===== src/rtl/lock_pkg.sv =====
package lock_pkg;

    typedef enum logic {
        FREQ_FAR  = 1'b0,
        FREQ_NEAR = 1'b1
    } freq_e;

    typedef enum logic {
        TRACK_DATA = 1'b0,
        TRACK_REF  = 1'b1
    } track_e;

    function automatic int unsigned abs_gap(input int unsigned a, input int unsigned b);
        return (a > b) ? (a - b) : (b - a);
    endfunction

endpackage


===== src/rtl/tick_window.sv =====
module tick_window #(
    parameter int WINDOW = 2000,
    parameter int CNT_W  = 13
) (
    input  logic             clk,
    input  logic             rst,
    input  logic             ref_tick,
    input  logic             osc_tick,
    output logic             meas_valid,
    output logic [CNT_W-1:0] meas_count
);
    localparam int REF_W = $clog2(WINDOW);

    logic [REF_W-1:0] ref_cnt;
    logic [CNT_W-1:0] osc_cnt;
    logic [CNT_W-1:0] osc_next;
    logic             closing;

    always_comb begin
        osc_next = osc_cnt;
        if (osc_tick && (osc_cnt != {CNT_W{1'b1}}))
            osc_next = osc_cnt + 1'b1;
        closing = ref_tick && (ref_cnt == REF_W'(WINDOW - 1));
    end

    always_ff @(posedge clk) begin
        if (rst) begin
            ref_cnt    <= '0;
            osc_cnt    <= '0;
            meas_valid <= 1'b0;
            meas_count <= '0;
        end else begin
            meas_valid <= closing;
            if (closing) begin
                meas_count <= osc_next;
                ref_cnt    <= '0;
                osc_cnt    <= '0;
            end else begin
                if (ref_tick)
                    ref_cnt <= ref_cnt + 1'b1;
                osc_cnt <= osc_next;
            end
        end
    end

    // A result only appears on the cycle after a reference tick closed the window
    p_close_on_tick_r2: assert property (@(posedge clk) disable iff (rst)
        meas_valid |-> $past(ref_tick));

    p_ref_cnt_bound_r2: assert property (@(posedge clk) disable iff (rst)
        ref_cnt <= REF_W'(WINDOW - 1));

endmodule


===== src/rtl/freq_judge.sv =====
module freq_judge
    import lock_pkg::*;
#(
    parameter int WINDOW = 2000,
    parameter int CNT_W  = 13,
    parameter int GROSS  = 30,
    parameter int NEAR   = 10
) (
    input  logic             clk,
    input  logic             rst,
    input  logic             meas_valid,
    input  logic [CNT_W-1:0] meas_count,
    output freq_e            freq_state
);
    int unsigned gap;

    always_comb gap = abs_gap(32'(meas_count), 32'(WINDOW));

    always_ff @(posedge clk) begin
        if (rst) begin
            freq_state <= FREQ_FAR;
        end else if (meas_valid) begin
            if (gap > 32'(GROSS))
                freq_state <= FREQ_FAR;
            else if (gap < 32'(NEAR))
                freq_state <= FREQ_NEAR;
        end
    end

    p_gross_far_r3: assert property (@(posedge clk) disable iff (rst)
        (meas_valid && gap > 32'(GROSS)) |=> (freq_state == FREQ_FAR));

    p_close_near_r4: assert property (@(posedge clk) disable iff (rst)
        (meas_valid && gap < 32'(NEAR)) |=> (freq_state == FREQ_NEAR));

    p_hold_band_r5: assert property (@(posedge clk) disable iff (rst)
        (!meas_valid || (gap >= 32'(NEAR) && gap <= 32'(GROSS))) |=> $stable(freq_state));

endmodule


===== src/rtl/mode_select.sv =====
module mode_select
    import lock_pkg::*;
(
    input  logic  clk,
    input  logic  rst,
    input  freq_e freq_state,
    input  logic  sig_det,
    input  logic  data_ok,
    output logic  ref_mode
);
    track_e track_q;

    always_ff @(posedge clk) begin
        if (rst)
            track_q <= TRACK_REF;
        else if (freq_state == FREQ_NEAR && sig_det && data_ok)
            track_q <= TRACK_DATA;
        else
            track_q <= TRACK_REF;
    end

    assign ref_mode = (track_q == TRACK_REF);

    p_sigdet_forces_r6: assert property (@(posedge clk) disable iff (rst)
        !sig_det |=> ref_mode);

    p_dataok_forces_r7: assert property (@(posedge clk) disable iff (rst)
        !data_ok |=> ref_mode);

    p_far_forces_r8: assert property (@(posedge clk) disable iff (rst)
        (freq_state == FREQ_FAR) |=> ref_mode);

    p_data_needs_all_r8: assert property (@(posedge clk) disable iff (rst)
        $fell(ref_mode) |-> $past(freq_state == FREQ_NEAR && sig_det && data_ok));

endmodule


===== src/rtl/freq_lock_ctrl.sv =====
module freq_lock_ctrl
    import lock_pkg::*;
#(
    parameter int WINDOW_TICKS = 2000,
    parameter int GROSS_LIMIT  = 30,
    parameter int NEAR_LIMIT   = 10
) (
    input  logic clk,
    input  logic rst,
    input  logic ref_tick,
    input  logic osc_tick,
    input  logic sig_det,
    input  logic data_ok,
    output logic ref_mode
);
    localparam int CNT_W = $clog2(4 * WINDOW_TICKS);

    logic             meas_valid;
    logic [CNT_W-1:0] meas_count;
    freq_e            freq_state;

    tick_window #(
        .WINDOW (WINDOW_TICKS),
        .CNT_W  (CNT_W)
    ) u_window (
        .clk        (clk),
        .rst        (rst),
        .ref_tick   (ref_tick),
        .osc_tick   (osc_tick),
        .meas_valid (meas_valid),
        .meas_count (meas_count)
    );

    freq_judge #(
        .WINDOW (WINDOW_TICKS),
        .CNT_W  (CNT_W),
        .GROSS  (GROSS_LIMIT),
        .NEAR   (NEAR_LIMIT)
    ) u_judge (
        .clk        (clk),
        .rst        (rst),
        .meas_valid (meas_valid),
        .meas_count (meas_count),
        .freq_state (freq_state)
    );

    mode_select u_mode (
        .clk        (clk),
        .rst        (rst),
        .freq_state (freq_state),
        .sig_det    (sig_det),
        .data_ok    (data_ok),
        .ref_mode   (ref_mode)
    );

    // Frequency state may only move on the cycle after a window result
    p_state_after_result_r9: assert property (@(posedge clk) disable iff (rst)
        (freq_state != $past(freq_state)) |-> $past(meas_valid));

endmodule


===== config.mk =====
export PLATFORM = sky130hd
export DESIGN_NAME = freq_lock_ctrl
export DESIGN_NICKNAME = d
export VERILOG_FILES = /design/src/rtl/lock_pkg.sv /design/src/rtl/tick_window.sv /design/src/rtl/freq_judge.sv /design/src/rtl/mode_select.sv /design/src/rtl/freq_lock_ctrl.sv
export SDC_FILE = /design/constraint.sdc
export NUM_CORES = 1
export LEC_CHECK = 0
export ABC_AREA = 1
export BUFFER_PORTS_ARGS = -buffer_cell sky130_fd_sc_hd__buf_2
export CORE_MARGIN = 1
export CORE_UTILIZATION = 53
export DETAILED_ROUTE_END_ITERATION = 12
export PLACE_DENSITY = 0.67
export SYNTH_ARGS = -nofsm -noshare
export SYNTH_HDL_FRONTEND = slang
export SYNTH_SLANG_ARGS = --single-unit

===== constraint.sdc =====
create_clock -name clk -period 3.5 [get_ports clk]
set_clock_uncertainty 0.05 [all_clocks]
set_input_delay 0.175 -clock clk [delete_from_list [all_inputs] [get_ports clk]]
set_output_delay 0.175 -clock clk [all_outputs]
set_load 0.02 [all_outputs]

==> results.toml <==
[timing]
tightestPinTransition_ps = 513.0
finalCritPeriodShare_pct = 65.78
hold_viol = 0
rsz0062_at_grt = "false"
max_freq_mhz = 434.3
finalWorstPathRequiredPeriod_ps = 2302
setup_viol = 0
setup_tns_ps = 0
slew_violations = 0
setup_ws_ps = 1198
max-slew-margin-rel_pct = 65.76

[clock_network]
cts_hold_buffers = 0
clk_latency_ps = 290
clockRootBuffer = "clkbuf_8"
clock_path_buffers = 2
htreeDepth = 2
numCtsBuffers = 5
cts_tree = "yes"
clock_sinks = 40
path_clk_slew_ps = 80
cts_setup_buffers = 0
post_cts_resized = 0

[route]
route.detailed.drc = 0
dr.pass1.iters = 4
drt-vias-per-instance = 5.096
ant_nets = 0
route.vias.total = 2064
routed_wl_mm = 4.899
wl_per_cell_um = 12.10
first_iter_violations = 134

[synth]
yosys_warnings = 0
yosys-top-cells-area = "dfxtp_1, nand2_1, inv_1, nor2_1, nand3_1"
synth_edf_count = 0
synth_cells = 346
yosysTopAreaCell = "dfxtp_1"
ys_seq_area_share_pct = 34.48
syn-num-nets = 358
synth_most_common_cell = "nand2_1"
async_flop_share_pct = 0
ys_ff_latch = 40
avgSynthCellArea_um2 = 6.712
synth_top_area_share_pct = 34.48
ys_dominant_reg_cell = "dfxtp_1"
synth_commonest_cells = "nand2_1, inv_1, nor2_1, dfxtp_1, nand3_1"
synth_area_um2 = 2322
ys_types = 32

[floorplan]
initial_core_util_pct = 56.43
dieArea_um2 = 4651
io_pins = 7
dieWidth_um = 68.20
fp-row-count = 23
die_h_um = 68.20
coreArea_um2 = 4115

[setup_path]
arrival_ps = 2410
cp-end-kind = "register"
path_class = "reg -> reg"
r2r_cells = 8
startpoint_type = "register"
crit_required_ps = 3610
path_max_fanout = 19

[min_path]
hp-class = "in -> reg"
min_delay_path_depth = 2

[grt]
overflow = 0
antenna_found_initial = 0
grt_pass1_vias = 1755
grt_max_degree = 20
grt_pass1_wl_mm = 8.052
track_usage_pct = 23.67

[place]
gp_congestion = 0.8879
dp_slack_ps = 1202
numPortBuffers = 6
dp.final_hpwl_mm = 3.753
placed_cell_area_um2 = 2387

[pwr]
p_leak_nw = 1.056
cellPowerDensity_nw_per_um2 = 327.1
max-vdd-ir-drop_v = 0.0002994

[layout]
antenna_cells = 0
num-fill-cells = 395
synthToLayoutAreaGrowth_pct = 6.789
final_area_um2 = 2480
drive_gt1_share_pct = 7.606
final_nets = 366
post-route-util_pct = 60.26

[status]
status = "complete, no violations"

[job]
max_cap_violations = 0
-- power breakdown --
group	internal, mW	switching [mW]	leakage [nW]
registers	0.459	0.00426	0.323
logic	0.00963	0.0190	0.682
clock network	0.157	0.162	0.0510
total	0.626	0.185	1.06
-- placed cells by master, fill, tap and decap left out, types with 2 or more instances in the layout --
cell | Yosys | routed
nand2_1 | 85 | 85
inv_1 | 50 | 50
nor2_1 | 48 | 48
dfxtp_1 | 40 | 40
nand3_1 | 23 | 23
a21oi_1 | 13 | 13
xor2_1 | 12 | 12
o22ai_1 | 12 | 12
nand4_1 | 9 | 9
ha_1 | 6 | 6
clkbuf_8 | 0 | 6
buf_2 | 4 | 6
nor3_1 | 5 | 5
o21ai_0 | 5 | 5
xnor2_1 | 5 | 5
nor4_1 | 3 | 3
nor3b_1 | 3 | 3
nor2_2 | 3 | 3
nand2_2 | 2 | 2
nand3b_1 | 2 | 2
nand3_2 | 2 | 2
nand2_4 | 2 | 2
o21ai_1 | 2 | 2
clkinv_2 | 0 | 2
-- metrics by stage --
| stage | power (mW) | instances | hold slack [ps] |
|---|---|---|---|
| final | 0.8112 | 405 | 24.52 |
| after floorplan | 0.4924 | 346 | 216.1 |
| after detailed placement | 0.5023 | 397 | 323.0 |
| after global routing | 0.8423 | 405 | 28.96 |
| after CTS | 0.8162 | 405 | 19.92 |
| after global placement | 0.5023 | 397 | 321.3 |
-- per-layer routing --
layer  share of wire (%)  vias to the layer above  GRT usage (%)
met5                   0                        -              0
met4                 1.5                        0          7.552
met3                 2.5                        8          5.000
met2                  42                       20          35.29
met1                  54                      914          33.57
li1                    -                     1122              -
-- state kept, by name (all words and copies together), names as in the netlist --
register,cells
u_window.ref_cnt,11
u_window.osc_cnt,13
u_window.meas_valid,1
u_window.meas_count,13
u_mode.ref_mode,1
u_judge.freq_state,1
-- final timing paths --
kind                                     from                                   to  slack [ps]
max          u_window.ref_cnt[1]$_SDFFE_PP0P_  u_window.meas_count[5]$_SDFFE_PP0P_        1200
min                                   data_ok           u_mode.ref_mode$_SDFF_PP1_          20
max reg2reg  u_window.ref_cnt[1]$_SDFFE_PP0P_  u_window.meas_count[5]$_SDFFE_PP0P_        1200
min reg2reg   u_judge.freq_state$_SDFFE_PP0P_           u_mode.ref_mode$_SDFF_PP1_         370
-- cells by family (layout without fill, tap and decap cells) --
group / count (synthesis) / count (layout) / share of synthesized area (%)
AOI/OAI and AO/OA: 36 / 36 / 9.267
adders and majority gates: 6 / 6 / 3.233
and+or+nand+nor: 190 / 190 / 36.58
DFF: 40 / 40 / 34.48
buffers and inverters: 56 / 65 / 9.590
xor gates and xnor gates: 17 / 17 / 6.412
muxes: 1 / 1 / 0.4311
-- cell type report --
| type | count | area, um^2 | area share, % |
|---|---|---|---|
| Clock buffer | 6 | 82.58 | 3.330 |
| Clock inverter | 2 | 10.01 | 0.4036 |
| Inverter | 50 | 187.7 | 7.568 |
| Multi-Input combinational cell | 250 | 1299 | 52.37 |
| Sequential cell | 40 | 800.8 | 32.29 |
| Tap cell | 50 | 62.56 | 2.523 |
| Timing Repair Buffer | 7 | 37.54 | 1.514 |
-- critical path, cell delays in order (launching register included) --
cell     delay (ps)
dfxtp_1         360
ha_1            210
and3_1          170
nand4_1         100
nor4_1          270
nor2_1          150
inv_1           420
buf_4           330
o22ai_1         100
Power figures use the tool's default switching activity.
